==> config.mk <==
export PLATFORM = sky130hd
export DESIGN_NAME = hit_capture_core
export DESIGN_NICKNAME = d
export VERILOG_FILES = /design/src/rtl/hcc_pkg.sv /design/src/rtl/hcc_timebase.sv /design/src/rtl/hcc_delay_line.sv /design/src/rtl/hcc_record_fifo.sv /design/src/rtl/hit_capture_core.sv
export SDC_FILE = /design/constraint.sdc
export NUM_CORES = 2
export LEC_CHECK = 0
export BUFFER_PORTS_ARGS = -buffer_cell sky130_fd_sc_hd__buf_4
export CAP_MARGIN = 20
export CELL_PAD_IN_SITES_DETAIL_PLACEMENT = 0
export CELL_PAD_IN_SITES_GLOBAL_PLACEMENT = 1
export CORE_UTILIZATION = 58
export CTS_CLUSTER_DIAMETER = 30
export DETAILED_ROUTE_END_ITERATION = 10
export GPL_TIMING_DRIVEN = 0
export PLACE_DENSITY_LB_ADDON = 0.1
export SYNTH_ARGS = -nofsm -noshare
export SYNTH_HDL_FRONTEND = slang
export SYNTH_SLANG_ARGS = --single-unit
==> constraint.sdc <==
create_clock -name clk -period 115.7 [get_ports clk]
set_input_delay 23.14 -clock clk [delete_from_list [all_inputs] [get_ports clk]]
set_output_delay 23.14 -clock clk [all_outputs]
set_load 0.01 [all_outputs]
==> src/rtl/hcc_pkg.sv <==
package hcc_pkg;
  localparam int unsigned HCC_NCH    = 64;
  localparam int unsigned HCC_TSW    = 24;
  localparam int unsigned HCC_LAT    = 20;
  localparam int unsigned HCC_FDEPTH = 7;

  typedef enum logic [1:0] {
    CAP_NONE = 2'd0,
    CAP_EXT  = 2'd1,
    CAP_SELF = 2'd2
  } cap_src_e;
endpackage

==> src/rtl/hcc_timebase.sv <==
module hcc_timebase #(
  parameter int unsigned TSW = 24
) (
  input  logic           clk,
  input  logic           rst_n,
  input  logic           tick,
  input  logic           sync_in,
  output logic [TSW-1:0] stamp_q,
  output logic [TSW-1:0] stamp_now,
  output logic           sync_req
);
  logic sync_pend;

  function automatic logic [TSW-1:0] next_stamp(input logic [TSW-1:0] cur, input logic clr);
    return clr ? '0 : cur + 1'b1;
  endfunction

  assign sync_req  = sync_in | sync_pend;
  assign stamp_now = next_stamp(stamp_q, sync_req);

  always_ff @(posedge clk) begin
    if (!rst_n) begin
      stamp_q   <= '1;
      sync_pend <= 1'b0;
    end else if (tick) begin
      stamp_q   <= stamp_now;
      sync_pend <= 1'b0;
    end else if (sync_in) begin
      sync_pend <= 1'b1;
    end
  end
endmodule

==> src/rtl/hcc_delay_line.sv <==
module hcc_delay_line #(
  parameter int unsigned W     = 88,
  parameter int unsigned DEPTH = 20
) (
  input  logic         clk,
  input  logic         rst_n,
  input  logic         shift,
  input  logic [W-1:0] din,
  output logic [W-1:0] dout
);
  logic [W-1:0] stage [DEPTH];

  for (genvar g = 0; g < DEPTH; g++) begin : g_stage
    if (g == 0) begin : g_head
      always_ff @(posedge clk) begin
        if (!rst_n)     stage[0] <= '0;
        else if (shift) stage[0] <= din;
      end
    end else begin : g_body
      always_ff @(posedge clk) begin
        if (!rst_n)     stage[g] <= '0;
        else if (shift) stage[g] <= stage[g-1];
      end
    end
  end

  assign dout = stage[DEPTH-1];
endmodule

==> src/rtl/hcc_record_fifo.sv <==
module hcc_record_fifo #(
  parameter int unsigned W     = 88,
  parameter int unsigned DEPTH = 7,
  localparam int unsigned PW   = (DEPTH > 1) ? $clog2(DEPTH) : 1,
  localparam int unsigned CW   = $clog2(DEPTH + 1)
) (
  input  logic          clk,
  input  logic          rst_n,
  input  logic          wr_en,
  input  logic [W-1:0]  wr_data,
  input  logic          rd_en,
  output logic          rd_valid,
  output logic [W-1:0]  rd_data,
  output logic          full,
  output logic [CW-1:0] count
);
  logic [W-1:0]  mem [DEPTH];
  logic [PW-1:0] wr_ptr, rd_ptr;
  logic          push, pop;

  function automatic logic [PW-1:0] bump(input logic [PW-1:0] p);
    return (p == PW'(DEPTH - 1)) ? '0 : p + 1'b1;
  endfunction

  assign full     = (count == CW'(DEPTH));
  assign rd_valid = (count != '0);
  assign push     = wr_en & ~full;
  assign pop      = rd_en & rd_valid;
  assign rd_data  = mem[rd_ptr];

  always_ff @(posedge clk) begin
    if (push) mem[wr_ptr] <= wr_data;
  end

  always_ff @(posedge clk) begin
    if (!rst_n) begin
      wr_ptr <= '0;
      rd_ptr <= '0;
      count  <= '0;
    end else begin
      if (push) wr_ptr <= bump(wr_ptr);
      if (pop)  rd_ptr <= bump(rd_ptr);
      case ({push, pop})
        2'b10:   count <= count + 1'b1;
        2'b01:   count <= count - 1'b1;
        default: count <= count;
      endcase
    end
  end
endmodule

==> src/rtl/hit_capture_core.sv <==
module hit_capture_core
  import hcc_pkg::*;
#(
  parameter int unsigned NCH    = HCC_NCH,
  parameter int unsigned TSW    = HCC_TSW,
  parameter int unsigned LAT    = HCC_LAT,
  parameter int unsigned FDEPTH = HCC_FDEPTH,
  localparam int unsigned RW    = NCH + TSW,
  localparam int unsigned CW    = $clog2(FDEPTH + 1)
) (
  input  logic           clk,
  input  logic           rst_n,
  input  logic           tick,
  input  logic [NCH-1:0] hits,
  input  logic           ts_sync,
  input  logic           ext_trig,
  input  logic           self_mode,
  output logic           prompt_trig,
  input  logic           rd_en,
  output logic           rd_valid,
  output logic [NCH-1:0] rd_hits,
  output logic [TSW-1:0] rd_ts,
  output logic           overflow
);
  // named internal events, observed by the bound checker
  logic [TSW-1:0] stamp_q, stamp_now;
  logic           sync_req;
  logic           trig_pend;
  logic           cap_ext, cap_self, cap_any, cap_hit;
  logic           fifo_wr, fifo_full, drop;
  logic [CW-1:0]  fifo_cnt;
  logic [RW-1:0]  sample_now, sample_old, cap_rec, head_rec;
  logic [NCH-1:0] wr_hits;
  cap_src_e       cap_src;

  hcc_timebase #(.TSW(TSW)) u_timebase (
    .clk(clk), .rst_n(rst_n), .tick(tick), .sync_in(ts_sync),
    .stamp_q(stamp_q), .stamp_now(stamp_now), .sync_req(sync_req)
  );

  assign sample_now  = {hits, stamp_now};
  assign prompt_trig = |hits;

  hcc_delay_line #(.W(RW), .DEPTH(LAT)) u_delay (
    .clk(clk), .rst_n(rst_n), .shift(tick), .din(sample_now), .dout(sample_old)
  );

  always_ff @(posedge clk) begin
    if (!rst_n)                     trig_pend <= 1'b0;
    else if (tick)                  trig_pend <= 1'b0;
    else if (ext_trig && !self_mode) trig_pend <= 1'b1;
  end

  assign cap_ext  = tick & ~self_mode & (ext_trig | trig_pend);
  assign cap_self = tick & self_mode & prompt_trig;

  always_comb begin
    if (cap_self)     cap_src = CAP_SELF;
    else if (cap_ext) cap_src = CAP_EXT;
    else              cap_src = CAP_NONE;
    unique case (cap_src)
      CAP_SELF: cap_rec = sample_now;
      CAP_EXT:  cap_rec = sample_old;
      default:  cap_rec = '0;
    endcase
  end

  assign wr_hits = cap_rec[RW-1:TSW];
  assign cap_any = (cap_src != CAP_NONE);
  assign cap_hit = cap_any & (|wr_hits);
  assign fifo_wr = cap_hit & ~fifo_full;
  assign drop    = cap_hit & fifo_full;

  hcc_record_fifo #(.W(RW), .DEPTH(FDEPTH)) u_fifo (
    .clk(clk), .rst_n(rst_n), .wr_en(fifo_wr), .wr_data(cap_rec),
    .rd_en(rd_en), .rd_valid(rd_valid), .rd_data(head_rec),
    .full(fifo_full), .count(fifo_cnt)
  );

  assign rd_hits = head_rec[RW-1:TSW];
  assign rd_ts   = head_rec[TSW-1:0];

  always_ff @(posedge clk) begin
    if (!rst_n)    overflow <= 1'b0;
    else if (drop) overflow <= 1'b1;
  end
endmodule

==> run summary <==
Summed over all nets, the half-perimeter wirelength after detailed placement is 143700 um. Share of flip-flops with an asynchronous set or reset: 0. The maximum fanout encountered on the critical timing path is 4. The worst setup path is of the in2out kind. The final weighted congestion in routability-driven placement was 1.073.

Data on the critical path arrives at its endpoint at 25.43 ns. After detailed routing, the number of vias per cell comes to 5.768. The run gives 0.04600 ns as the final setup skew. The critical register-to-register path startpoint is u_delay.stage[4][338]$_SDFFCE_PN0P_. The most critical setup path has its startpoint at hits[31].

CTS saw 2415 sinks. The tools report the number of buffers added for setup after CTS as 0. The flow ran to the end, and the final reports show no timing, DRC or antenna violations.

The post-route minimum period is 48.57 ns, and the internal power consumption is 1.893 mW. Counting every instance in the synthesized netlist gives 5456. TritonCTS built the clock tree. The clock tree synthesis step divided the H-tree into 5 levels. The worst-case headroom to the max-slew limit was 0.2191. The logs give 0 for the final setup violation count and 0.95 ns for the clock latency at the later pin of the worst-skew pair. The number of placement rows is 145. In this run, synthesis inferred 2376 flip-flops with an integrated enable. Once routing completed, OpenROAD measured the worst setup slack at 67.13 ns.

For this run, design rule violations remaining after detail routing come to 0. At the worst endpoint, the required time is 92.56 ns. Among all flip-flop cells after synthesis, the most frequent one is sky130_fd_sc_hd__edfxtp_1. Area overhead of the layout relative to synthesis: 21.56%. The worst setup path is captured at an output port. For the pin with the worst max-slew slack, the measured transition is 1.161 ns. The vertical die dimension works out to 400.0 um. The remaining global-route overflow was 0. After the first detailed-routing iteration, the DRC count stood at 4437. Timing would allow up to 0.02059 GHz. After clock tree synthesis, the clock-pin slew on the worst setup and hold paths is 0.05 ns. The maximum resistive drop on vdd was 0.01612 mV; the global-route track usage on met3 was 0.05294.

The tools report the post-synth design cell area as 0.09188 mm^2. The switching power share of the total is 0.2227, and the post-place setup slack is 67.15 ns. Across the run, the number of max-cap violations was 0. The layer flagged by global routing as most heavily used is met2. Setup total negative slack on the finished layout was measured at 0 ns.

The power share of the clock group was 0.512. Source of the worst hold timing path: trig_pend$_SDFFE_PP0P_. The logs give 162 for the number of top-level pins and 0 for the number of nets with antenna violations after routing. Master cell of the clock root buffer: sky130_fd_sc_hd__clkbuf_16. In this run the deepest clock path goes through 4 buffers. Counting every net in the synthesized netlist gives 5530.

The run gives 0.066 as the fraction of power consumed by combinational cells. The number of unique standard cell types used by synthesis was 52; the fill cell instance count of the final layout was 9851. The tools report the wire length of the first global-routing pass as 309700 um. The logs give 0.3702 for the global routing met1 resource utilization and 0.2673 for the combined global-route utilization of all metal layers.

Counting the buffers created by CTS gives 438. The number of warnings issued by yosys is 0, and the width of the chip is 400.0 um. Entering global routing, the biggest net connects 78 pins.

The first-pass iteration count of the detailed router was 8. The die covers 0.1600 mm^2. The average size of a mapped cell was 16.84 um^2.

The final number of hold-violating endpoints came out at 0. The layout cell share with drive strength beyond 1 was 0.1799; the sequential share of power was 0.422. The analysis attributes to net switching a power of 0.5422 mW. Setup repair after global routing left no endpoint under its margin. The critical path startpoint category was an input port.

In this run the worst hold path is classified as reg2reg. For the global-route met2 utilization, the log shows 0.4199. The core outline area was 0.1568 mm^2.

At the end of the flow, the number of nets in the layout was 6230. In this run, post-CTS hold repair placed 0 buffers. The starting utilization of the core area was 0.5861; the routed length per instance was 24.77 um. The final route contains 49460 vias. The sequential element share of the synthesized area was 0.7851. The post-cts gate resize count was 0; the initial antenna violation count was 19. Via count of the first global-routing pass: 48500. Port buffering added 159 buffers. Total wire length after detailed routing: 212400 um. For this design the ratio of total power to cell area is 21.80 mW/mm^2. The post-route fraction of the period consumed by the critical path is 0.4198, and the number of synthesized register bits is 2415. The analysis attributes to cell leakage a power of 46.90 nW.

Max-slew violation count: 0.
[final timing paths]
check / slack (ns) / cells after the start / end
max: 67.13 / 6 / prompt_trig
min: 0.47 / 2 / trig_pend$_SDFFE_PP0P_
max reg2reg: 111.61 / 10 / u_fifo.count[2]$_SDFFE_PN0P_
min reg2reg: 0.47 / 2 / trig_pend$_SDFFE_PP0P_
[synth_stat cells (all sizes together) (15+ instances only)]
library cell,number,share of area
a22o,68,0.0065
and3,1739,0.12
buf,26,0.0013
clkbuf,454,0.019
dfxtp,39,0.0085
edfxtp,2376,0.78
mux2,88,0.011
mux2i,90,0.0098
mux4,88,0.022
nand2,156,0.0064
nor2,32,0.0013
nor3,15,0.00082
nor4,35,0.0025
o21ai,119,0.0065
[through the flow]
stage          total power [mW]  area (um^2)    util  cells  hold slack, ns
2_1_floorplan             1.191        91880       -   5456          0.4374
3_3_place_gp              1.275        95650  0.6102   7673          0.4552
3_5_place_dp              1.202        97120  0.6196   7770          0.4596
4_1_cts                   2.447       111600  0.7122   8563          0.4731
5_1_grt                   2.502       111700  0.7125   8571          0.5188
6_report                  2.435       111700  0.7125   8574          0.4704
[cell families after synthesis]
group           count (synthesis)  synth area share
compound gates                227           0.01641
buf+inv                       492           0.02058
xor+xnor                       21          0.002002
simple gates                 2032            0.1333
fa+ha+maj                       3         0.0004902
mux                           266           0.04216
flops                        2415            0.7851
[worst max-delay path, cell delays in order]
cell                      delay, ns
sky130_fd_sc_hd__buf_4         0.14
sky130_fd_sc_hd__nor4_1        0.88
sky130_fd_sc_hd__nand4_1       0.16
sky130_fd_sc_hd__nor4_1        0.61
sky130_fd_sc_hd__inv_1         0.26
sky130_fd_sc_hd__buf_4         0.23
[cell usage in the layout (no fill, tap or decap), types with 51 or more instances in the layout]
cell                         netlist  final
sky130_fd_sc_hd__and3_1         1738   1738
sky130_fd_sc_hd__edfxtp_1       2376   2376
sky130_fd_sc_hd__mux2i_1          90     90
sky130_fd_sc_hd__mux4_2           88     88
sky130_fd_sc_hd__clkinv_2          0     64
sky130_fd_sc_hd__mux2_2           88     88
sky130_fd_sc_hd__o21ai_0         119    119
sky130_fd_sc_hd__clkinvlp_4        0     53
sky130_fd_sc_hd__clkbuf_1        452    489
sky130_fd_sc_hd__buf_4             1    204
sky130_fd_sc_hd__clkbuf_16         0    446
sky130_fd_sc_hd__nand2_1         156    155
sky130_fd_sc_hd__clkinv_1          0     51
sky130_fd_sc_hd__a22o_1           67     67
[power by group through the flow]
stage	clock network, mW	registers (mW)	logic [mW]
after global routing	1.30	1.03	0.173
after floorplan	0	1.09	0.0978
after CTS	1.26	1.03	0.162
after detailed placement	0	1.04	0.160
final	1.25	1.03	0.160
after global placement	0	1.12	0.154
[layer usage]
metal  up-vias  part of all wire
li1      22880                 -
met1     24260              0.42
met2      1925              0.47
met3       386             0.073
met4         6             0.036
met5         -           0.00023
[area by class of cell]
class                           count  area (um^2)  share of cell area
Inverter                           11        41.29           0.0003697
Multi-Input combinational cell   2549        17900              0.1603
Clock buffer                      487        11340              0.1016
Buffer                            481         1851             0.01657
Sequential cell                  2415        72130              0.6458
Timing Repair Buffer              260         2655             0.02377
Clock inverter                    306         3178             0.02845
Tap cell                         2058         2575             0.02305
Antenna cell                        7        17.52           0.0001568
[flip-flops by register name (all words and copies together) (netlist names), named ones only]
register and count:
overflow 1, trig_pend 1, u_delay.stage 1760, u_fifo.count 3
u_fifo.mem 616, u_fifo.rd_ptr 3, u_fifo.wr_ptr 3, u_timebase.stamp_q 24
u_timebase.sync_pend 1
Power figures use the tool's default switching activity.
